`src/rtl/bcd7_pkg.sv`:
```
package bcd7_pkg;
  typedef logic [6:0] seg_t;  // bit 0 = a ... bit 6 = g

  function automatic seg_t shape_of(input logic [3:0] nib, input logic tails);
    seg_t s;
    case (nib)
      4'd0: s = 7'h3F;
      4'd1: s = 7'h06;
      4'd2: s = 7'h5B;
      4'd3: s = 7'h4F;
      4'd4: s = 7'h66;
      4'd5: s = 7'h6D;
      4'd6: s = tails ? 7'h7D : 7'h7C;
      4'd7: s = 7'h07;
      4'd8: s = 7'h7F;
      4'd9: s = tails ? 7'h6F : 7'h67;
      default: s = 7'h00;
    endcase
    return s;
  endfunction
endpackage

```
`src/rtl/bcd7_hold.sv`:
```
module bcd7_hold #(
  parameter int W = 4
) (
  input  logic         clk,
  input  logic         rst_n,
  input  logic         hold,
  input  logic [W-1:0] d,
  output logic [W-1:0] q
);
  logic [W-1:0] stored;

  always_ff @(posedge clk or negedge rst_n) begin
    if (!rst_n)     stored <= '0;
    else if (!hold) stored <= d;
  end

  assign q = hold ? stored : d;

  a_r8_frozen: assert property (@(posedge clk) disable iff (!rst_n)
    (hold && $past(hold)) |-> $stable(q));
endmodule

```
`src/rtl/bcd7_digit.sv`:
```
module bcd7_digit
  import bcd7_pkg::*;
#(
  parameter bit ACTIVE_LOW = 1'b0,
  parameter bit TAILS      = 1'b1
) (
  input  logic       clk,
  input  logic       rst_n,
  input  logic       hold,
  input  logic       blank_n,
  input  logic       lamp_test,
  input  logic       rbi_n,
  input  logic [3:0] nib_in,
  output seg_t       seg,
  output logic       rbo_n
);
  localparam seg_t OFF_PAT = ACTIVE_LOW ? 7'h7F : 7'h00;
  localparam seg_t ON_PAT  = ACTIVE_LOW ? 7'h00 : 7'h7F;

  logic [3:0] shown;
  logic       zero_blank;
  seg_t       lit;

  bcd7_hold #(.W(4)) u_hold (
    .clk(clk), .rst_n(rst_n), .hold(hold), .d(nib_in), .q(shown)
  );

  assign zero_blank = !rbi_n && (shown == 4'd0);
  assign rbo_n      = !zero_blank;

  always_comb begin
    if (!blank_n)        lit = 7'h00;
    else if (lamp_test)  lit = 7'h7F;
    else if (zero_blank) lit = 7'h00;
    else                 lit = shape_of(shown, TAILS);
  end

  assign seg = ACTIVE_LOW ? ~lit : lit;

  a_r4_dark: assert property (@(posedge clk) disable iff (!rst_n)
    !blank_n |-> seg == OFF_PAT);
  a_r5_lamp: assert property (@(posedge clk) disable iff (!rst_n)
    (blank_n && lamp_test) |-> seg == ON_PAT);
  a_r3_no_glyph: assert property (@(posedge clk) disable iff (!rst_n)
    (!lamp_test && shown > 4'd9) |-> seg == OFF_PAT);
  a_r6_ripple: assert property (@(posedge clk) disable iff (!rst_n)
    !rbo_n |-> (!rbi_n && shown == 4'd0));
  a_r6_suppressed_dark: assert property (@(posedge clk) disable iff (!rst_n)
    (!rbo_n && !lamp_test) |-> seg == OFF_PAT);
endmodule

```
`src/rtl/bcd7_chain.sv`:
```
module bcd7_chain #(
  parameter int DIGITS     = 8,
  parameter bit ACTIVE_LOW = 1'b0,
  parameter bit TAILS      = 1'b1
) (
  input  logic                clk,
  input  logic                rst_n,
  input  logic                hold,
  input  logic                blank_n,
  input  logic                lamp_test,
  input  logic                rbi_n,
  input  logic [4*DIGITS-1:0] bcd_in,
  output logic [7*DIGITS-1:0] seg_out,
  output logic                rbo_n
);
  localparam int NW = 4;
  localparam int SW = 7;

  logic [DIGITS:0] ripple_n;  // ripple_n[i+1] enters digit i

  assign ripple_n[DIGITS] = rbi_n;
  assign rbo_n            = ripple_n[0];

  for (genvar i = 0; i < DIGITS; i++) begin : g_digit
    bcd7_digit #(.ACTIVE_LOW(ACTIVE_LOW), .TAILS(TAILS)) u_digit (
      .clk       (clk),
      .rst_n     (rst_n),
      .hold      (hold),
      .blank_n   (blank_n),
      .lamp_test (lamp_test),
      .rbi_n     (ripple_n[i+1]),
      .nib_in    (bcd_in[NW*i +: NW]),
      .seg       (seg_out[SW*i +: SW]),
      .rbo_n     (ripple_n[i])
    );
  end

  // the chain cannot release suppression below a digit that kept it
  a_r7_chain_order: assert property (@(posedge clk) disable iff (!rst_n)
    (rbi_n && lamp_test == 1'b0) |-> rbo_n);
endmodule

```
`config.mk`:
```
export PLATFORM = sky130hd
export DESIGN_NAME = bcd7_chain
export DESIGN_NICKNAME = d
export VERILOG_FILES = /design/src/rtl/bcd7_pkg.sv /design/src/rtl/bcd7_hold.sv /design/src/rtl/bcd7_digit.sv /design/src/rtl/bcd7_chain.sv
export SDC_FILE = /design/constraint.sdc
export NUM_CORES = 1
export LEC_CHECK = 0
export CORE_AREA = 4 4 69 134
export CTS_CLUSTER_SIZE = 28
export DETAILED_ROUTE_END_ITERATION = 8
export DIE_AREA = 0 0 73 138
export GPL_TIMING_DRIVEN = 0
export PLACE_DENSITY = 0.79
export SYNTH_ARGS = -nofsm -noshare
export SYNTH_HDL_FRONTEND = slang
export SYNTH_SLANG_ARGS = --single-unit
```
`constraint.sdc`:
```
create_clock -name clk -period 5.6 [get_ports clk]
set_input_delay 1.68 -clock clk [delete_from_list [all_inputs] [get_ports clk]]
set_output_delay 1.68 -clock clk [all_outputs]
set_load 0.01 [all_outputs]
```
# [Yosys cells after proc, flatten, opt, wreduce, memory -nomap -nowiden]
# Memory sizes are Yosys's and may differ from the RTL's.
# Index checks and enable logic that the tools add are counted.
# W data, S select, Z words.
[totals] reg_bits=32 romBits=896 in_bits=38 output_inout_bits=57 wordCells=66 n_memories=8
[classes] mux=32 reduce_logical=18
[mem_list] name="(no name shown)" words=16 word_bits=7 read_ports=1 rd_ports_with_merged_regs=0 write_ports=0 line="bcd7_pkg.sv:6" rtl="case (nib)"
[mem_list] name="(no name shown)" words=16 word_bits=7 read_ports=1 rd_ports_with_merged_regs=0 write_ports=0 line="bcd7_pkg.sv:6"
[mem_list] name="(no name shown)" words=16 word_bits=7 read_ports=1 rd_ports_with_merged_regs=0 write_ports=0 line="bcd7_pkg.sv:6"
[mem_list] name="(no name shown)" words=16 word_bits=7 read_ports=1 rd_ports_with_merged_regs=0 write_ports=0 line="bcd7_pkg.sv:6"
[mem_list] name="(no name shown)" words=16 word_bits=7 read_ports=1 rd_ports_with_merged_regs=0 write_ports=0 line="bcd7_pkg.sv:6"
[mem_list] name="(no name shown)" words=16 word_bits=7 read_ports=1 rd_ports_with_merged_regs=0 write_ports=0 line="bcd7_pkg.sv:6"
[mem_list] name="+2 memories"
[ops] cell="$mux W7" n=24
[ops] cell="$logic_not A4 Y1" n=8
[ops] cell="$mux W4" n=8
[ops] cell="$logic_and A1 B1 Y1" n=8
[ops] cell="$logic_not A1 Y1" n=2

# [Depth between registers and ports, before layout]
[depth] ltp_word=13 ltp_mapped=10 ltp_nobuf=7

# [By module]
# From an unflattened synthesis, not the netlist that was laid out.
[unflattened] cells_unflattened=360 hier_area_um2=3293.2
[by_module_without_submodules] module="bcd7_digit" n_inst=8 cells_per_inst=37 area_per_inst_um2=266.5 seq_area_each_um2=0.0
[by_module_without_submodules] module="bcd7_hold" n_inst=8 cells_per_inst=8 area_per_inst_um2=145.1 seq_area_each_um2=100.1

# [Worst setup path after synthesis]
# No wires, ideal clock.
[synth_timing] path_kind="input to output" from="input hold" to="output seg_out[10]" arrival_time_ps=4159 required_time_ps=3920 slack_ps=-239 cell_stages=10 n_path_buf=3 cell_sequence="buf_6 > buf_8 > buf_4 > mux2_2 > inv_1 > ha_1 > nor4bb_1 > o221ai_2 > o41ai_4 > nor2_1"
[synth_between] elab_cells_between_ends=25 classes_between="mux (10); reduce/logical (14); memory (1)"
[synth_rtl] element="start, declared" line="bcd7_chain.sv:8" rtl="input logic hold,"
[synth_rtl] element="$mux W4" line="bcd7_hold.sv:17" rtl="assign q = hold ? stored : d;"
[synth_rtl] element="named net g_digit[4].u_digit.shown[0]" line="bcd7_digit.sv:20" rtl="logic [3:0] shown;"
[synth_rtl] element="$logic_not A4 Y1" line="bcd7_digit.sv:28" rtl="assign zero_blank = !rbi_n && (shown == 4'd0);"
[synth_rtl] element="$logic_and A1 B1 Y1 (4 in series)" line="bcd7_digit.sv:28"
[synth_rtl] element="$mux W7" line="bcd7_digit.sv:34" rtl="else if (zero_blank) lit = 7'h00;"
[synth_rtl] element="$mux W7" line="bcd7_digit.sv:33" rtl="else if (lamp_test) lit = 7'h7F;"
[synth_rtl] element="$mux W7" line="bcd7_digit.sv:32" rtl="if (!blank_n) lit = 7'h00;"
[synth_rtl] element="end, declared" line="bcd7_chain.sv:13" rtl="output logic [7*DIGITS-1:0] seg_out,"
# The timed path passes the listed nets, and every way through them passes these cells.

# [Worst setup path after layout]
# Same ends and word-level chain as after synthesis.

==> run_results.csv <==
group,metric,value,unit
outcome,status,"complete, but fails checks",
outcome,violations,"setup timing",
setup_path,cp_slowest_cell,"mux2_4",
hold_path,hp-class,"flip-flop to flip-flop",
flow_run,max-cap-violations,0,
setup_path,cp-startpoint,"hold",
pwr,clkPwrFrac,26.9,%
setup_path,slowest_delay,0.31,ns
clocking,clock_sinks,32,
die,dieWidth,73,microns
timing,setup_viol,43,
timing,max-slew-margin-rel,44.0,%
routing,route.detailed.drc,0,
grt,grt_usage,28.6,%
clocking,clock_latency,0.29,ns
grt,grt_max_degree,33,
setup_path,rr_worst_depth,3,
grt,use_met1,29.1,%
clocking,cts_buffers,5,
die,initial_core_util,43.1,%
timing,worstMarginPinSlew,0.841,ns
timing,finalWorstSetupSlack,-0.299,ns
die,rows,47,
setup_path,path_max_fanout,5,
routing,wirelength,15300,microns
setup_path,startpoint_type,"input port",
layout,seqCellArea,801,sq um
pwr,sw_frac_of_total,38.7,%
place,io_buffers,93,
layout,regMostFlops,"g_digit.u_digit.u_hold.stored",
clocking,htree_num_levels,2,
pwr,p_per_area,192,mW/mm^2
setup_path,reg2reg_setup_slack,4.01,ns
layout,syn2layout_area_growth,60.2,%
layout,antenna_cells,0,
synth,ys_seq_elements,32,
routing,antenna_left,0,
layout,reg_top3,"g_digit.u_digit.u_hold.stored x32",
setup_path,critPathTopFamily,"buffers and inverters",
pwr,pwr-share-comb,48.1,%
setup_path,r2r-end,"g_digit[1].u_digit.u_hold.stored[2]",
synth,synth-edff-count,0,
setup_path,arrival,4.22,ns
die,core_area,0.00829,sq mm
timing,rsz0062_at_grt,"true",
clocking,cts_root_buf,"clkbuf_16",
layout,drive_gt1_share,36.5,%
layout,largest_reg_flops,32,
setup_path,crit_path_end_kind,"output port",
place,dp_worst_setup_slack,-1.66,ns
synth,synth_nets,473,
synth,synth-main-ff-cell,"dfrtp_1",
setup_path,critPathBufInv,10,
setup_path,cp.depth,16,
layout,multiInputGateArea,0.00301,sq mm
timing,min_period,5.90,ns
grt,grt_pass1_vias,4323,
pwr,power_switching,0.427,mW
routing,via_count,4173,
routing,dr.pass1.iters,5,
timing,finalMaxSlewViolations,0,
layout,layout_commonest_cell,"buf_4",
synth,syn_inst,398,
place,gp_congestion,0.960,
synth,syn_area,0.00357,sq mm
synth,synth_warnings,0,
synth,avgSynthCellArea,8.98,sq um
timing,fmax,0.170,GHz
grt,busiest_layer,"met2",
setup_path,worstPathRequired,3.92,ns
clocking,cts_tree,"yes",
layout,finish.instance_area,0.00573,sq mm
die,pin_count,95,
pwr,p_int,0.675,mW
clocking,clockBufferDepth,2,
grt,antenna_found_initial,0,
synth,synth.distinct_cells,66,
grt,grtUsageMet2,49.5,%
setup_path,crit_type,"input port to output port",
place,place_area,0.00467,sq mm
layout,final_cell_mix,"buf_4, clkdlybuf4s50_1, dfrtp_1, ha_1, inv_1",
layout,fillCellCount,582,
timing,final.period_utilization,105,%
setup_path,crit_end,"seg_out[10]",
timing,worst_clock_skew,0,ns
synth,synthArstFlopShare,100,%
grt,grt_remaining_overflow,0,
setup_path,path_cells,"buf_12 > buf_12 > buf_12 > buf_12 > mux2_4 > inv_4 > ha_4 > nor4b_4 > o221ai_4 > buf_12 > buf_6 > o41ai_4 > buf_4 > buf_12 > nor2_4 > buf_6",
grt,grt_pass1_wl,22100,microns
pwr,leakagePower,2.62,nW
pwr,seqPwrFrac,25.0,%
die,die_y,138,microns
die,die_area,0.0101,sq mm
synth,synth-seq-area-share,22.4,%
grt,grtUsageMet3,5.31,%
layout,nNetsFinal,631,
place,hpwl,9060,microns
clocking,path_clk_slew,0.06,ns
setup_path,crit_top_cell,"buf_12",
pwr,ir_drop,0.181,mV
routing,wl_per_cell,23.4,microns
setup_path,r2r_start,"g_digit[1].u_digit.u_hold.stored[2]",
routing,drtIter0Drc,378,
routing,viasPerCell,6.38,
timing,hold_viol_final,0,
pwr,power,1.10,mW
==> metrics by stage <==
step / utilization [%] / hold WS (ns) / setup TNS, ns / cells
after floorplan: - / 0.504 / 0 / 398
after global placement: 56.3 / 0.522 / -81.32 / 589
after detailed placement: 56.3 / 0.540 / -81.04 / 589
after CTS: 65.6 / 0.547 / -3.98 / 641
after global routing: 69.1 / 0.558 / -9.83 / 654
final: 69.1 / 0.552 / -6.20 / 654
==> cell usage after synthesis (all sizes together), types with 2 or more instances <==
| cell | count | area share [%] |
|---|---|---|
| ha | 37 | 13 |
| o31ai | 9 | 2.2 |
| a22oi | 3 | 0.63 |
| o2111ai | 2 | 0.98 |
| clkbuf | 10 | 1.1 |
| nor4b | 2 | 0.66 |
| and3 | 2 | 0.35 |
| o211ai | 4 | 1.3 |
| inv | 35 | 3.7 |
| dfrtp | 32 | 22 |
| o21a | 5 | 1.1 |
| nor3 | 20 | 3.7 |
| nor2 | 24 | 2.6 |
| mux2 | 10 | 3.2 |
| nor3b | 6 | 1.9 |
| mux2i | 37 | 13 |
| o221ai | 2 | 0.84 |
| a211oi | 10 | 2.1 |
| a31oi | 11 | 1.9 |
| o41ai | 3 | 1.7 |
| and2 | 2 | 0.35 |
| nand3 | 5 | 0.70 |
| xnor2 | 3 | 0.74 |
| nand2 | 26 | 2.7 |
| a311oi | 7 | 1.7 |
| o32ai | 2 | 0.49 |
| o21ai | 27 | 4.0 |
| nor4 | 3 | 0.70 |
| a21oi | 30 | 4.2 |
| nand4 | 2 | 0.35 |
| nand2b | 5 | 0.88 |
| a221oi | 3 | 0.91 |
| buf | 7 | 1.6 |
==> logic make-up after synthesis <==
kind of cell	after synthesis	synth area share [%]
and+or+nand+nor	104	16.7
AOI/OAI and AO/OA	122	24.9
DFF	32	22.4
buffers and inverters	53	6.47
muxes	47	15.9
xor gates and xnor gates	3	0.735
adders and majority gates	37	13.0
==> power by group through the flow <==
stage / registers [mW] / logic [mW] / clock network, mW
after floorplan: 0.270 / 0.265 / 0
after global placement: 0.271 / 0.436 / 0
after detailed placement: 0.273 / 0.447 / 0
after CTS: 0.272 / 0.477 / 0.293
final: 0.275 / 0.530 / 0.296
after global routing: 0.276 / 0.563 / 0.301
==> layout make-up <==
cell class                      count  area share, %
Multi-Input combinational cell    313           52.5
Inverter                           36           2.43
Buffer                             17           2.51
Sequential cell                    32           14.0
Timing Repair Buffer              151           23.8
Tap cell                           98           2.14
Clock buffer                        7           2.67
==> routing by layer <==
metal / share of wire [%] / up-vias
met4: 8.6 / 0
met1: 32 / 1941
met2: 52 / 332
met5: 0 / -
li1: - / 1791
met3: 7.9 / 109
==> worst min path at each step <==
stage / cells past startpoint / to / startpoint
detailed placement: 1 / g_digit[4].u_digit.u_hold.stored[0] / g_digit[4].u_digit.u_hold.stored[0]
finish: 1 / g_digit[2].u_digit.u_hold.stored[1] / g_digit[2].u_digit.u_hold.stored[1]
floorplan: 1 / g_digit[4].u_digit.u_hold.stored[0] / g_digit[4].u_digit.u_hold.stored[0]
CTS: 1 / g_digit[2].u_digit.u_hold.stored[1] / g_digit[2].u_digit.u_hold.stored[1]
global placement: 1 / g_digit[4].u_digit.u_hold.stored[0] / g_digit[4].u_digit.u_hold.stored[0]
global route: 1 / g_digit[2].u_digit.u_hold.stored[1] / g_digit[2].u_digit.u_hold.stored[1]
==> what timing repair did <==
action                                 in CTS  in global routing
hold buffers                                0                  0
gates resized for setup                   218                 43
setup buffers                              45                 13
pin swaps                                  18                 11
setup endpoints to repair                  57                 54
endpoints found under the hold margin       0                  0
No activity file was read; power rests on OpenSTA's default activity.
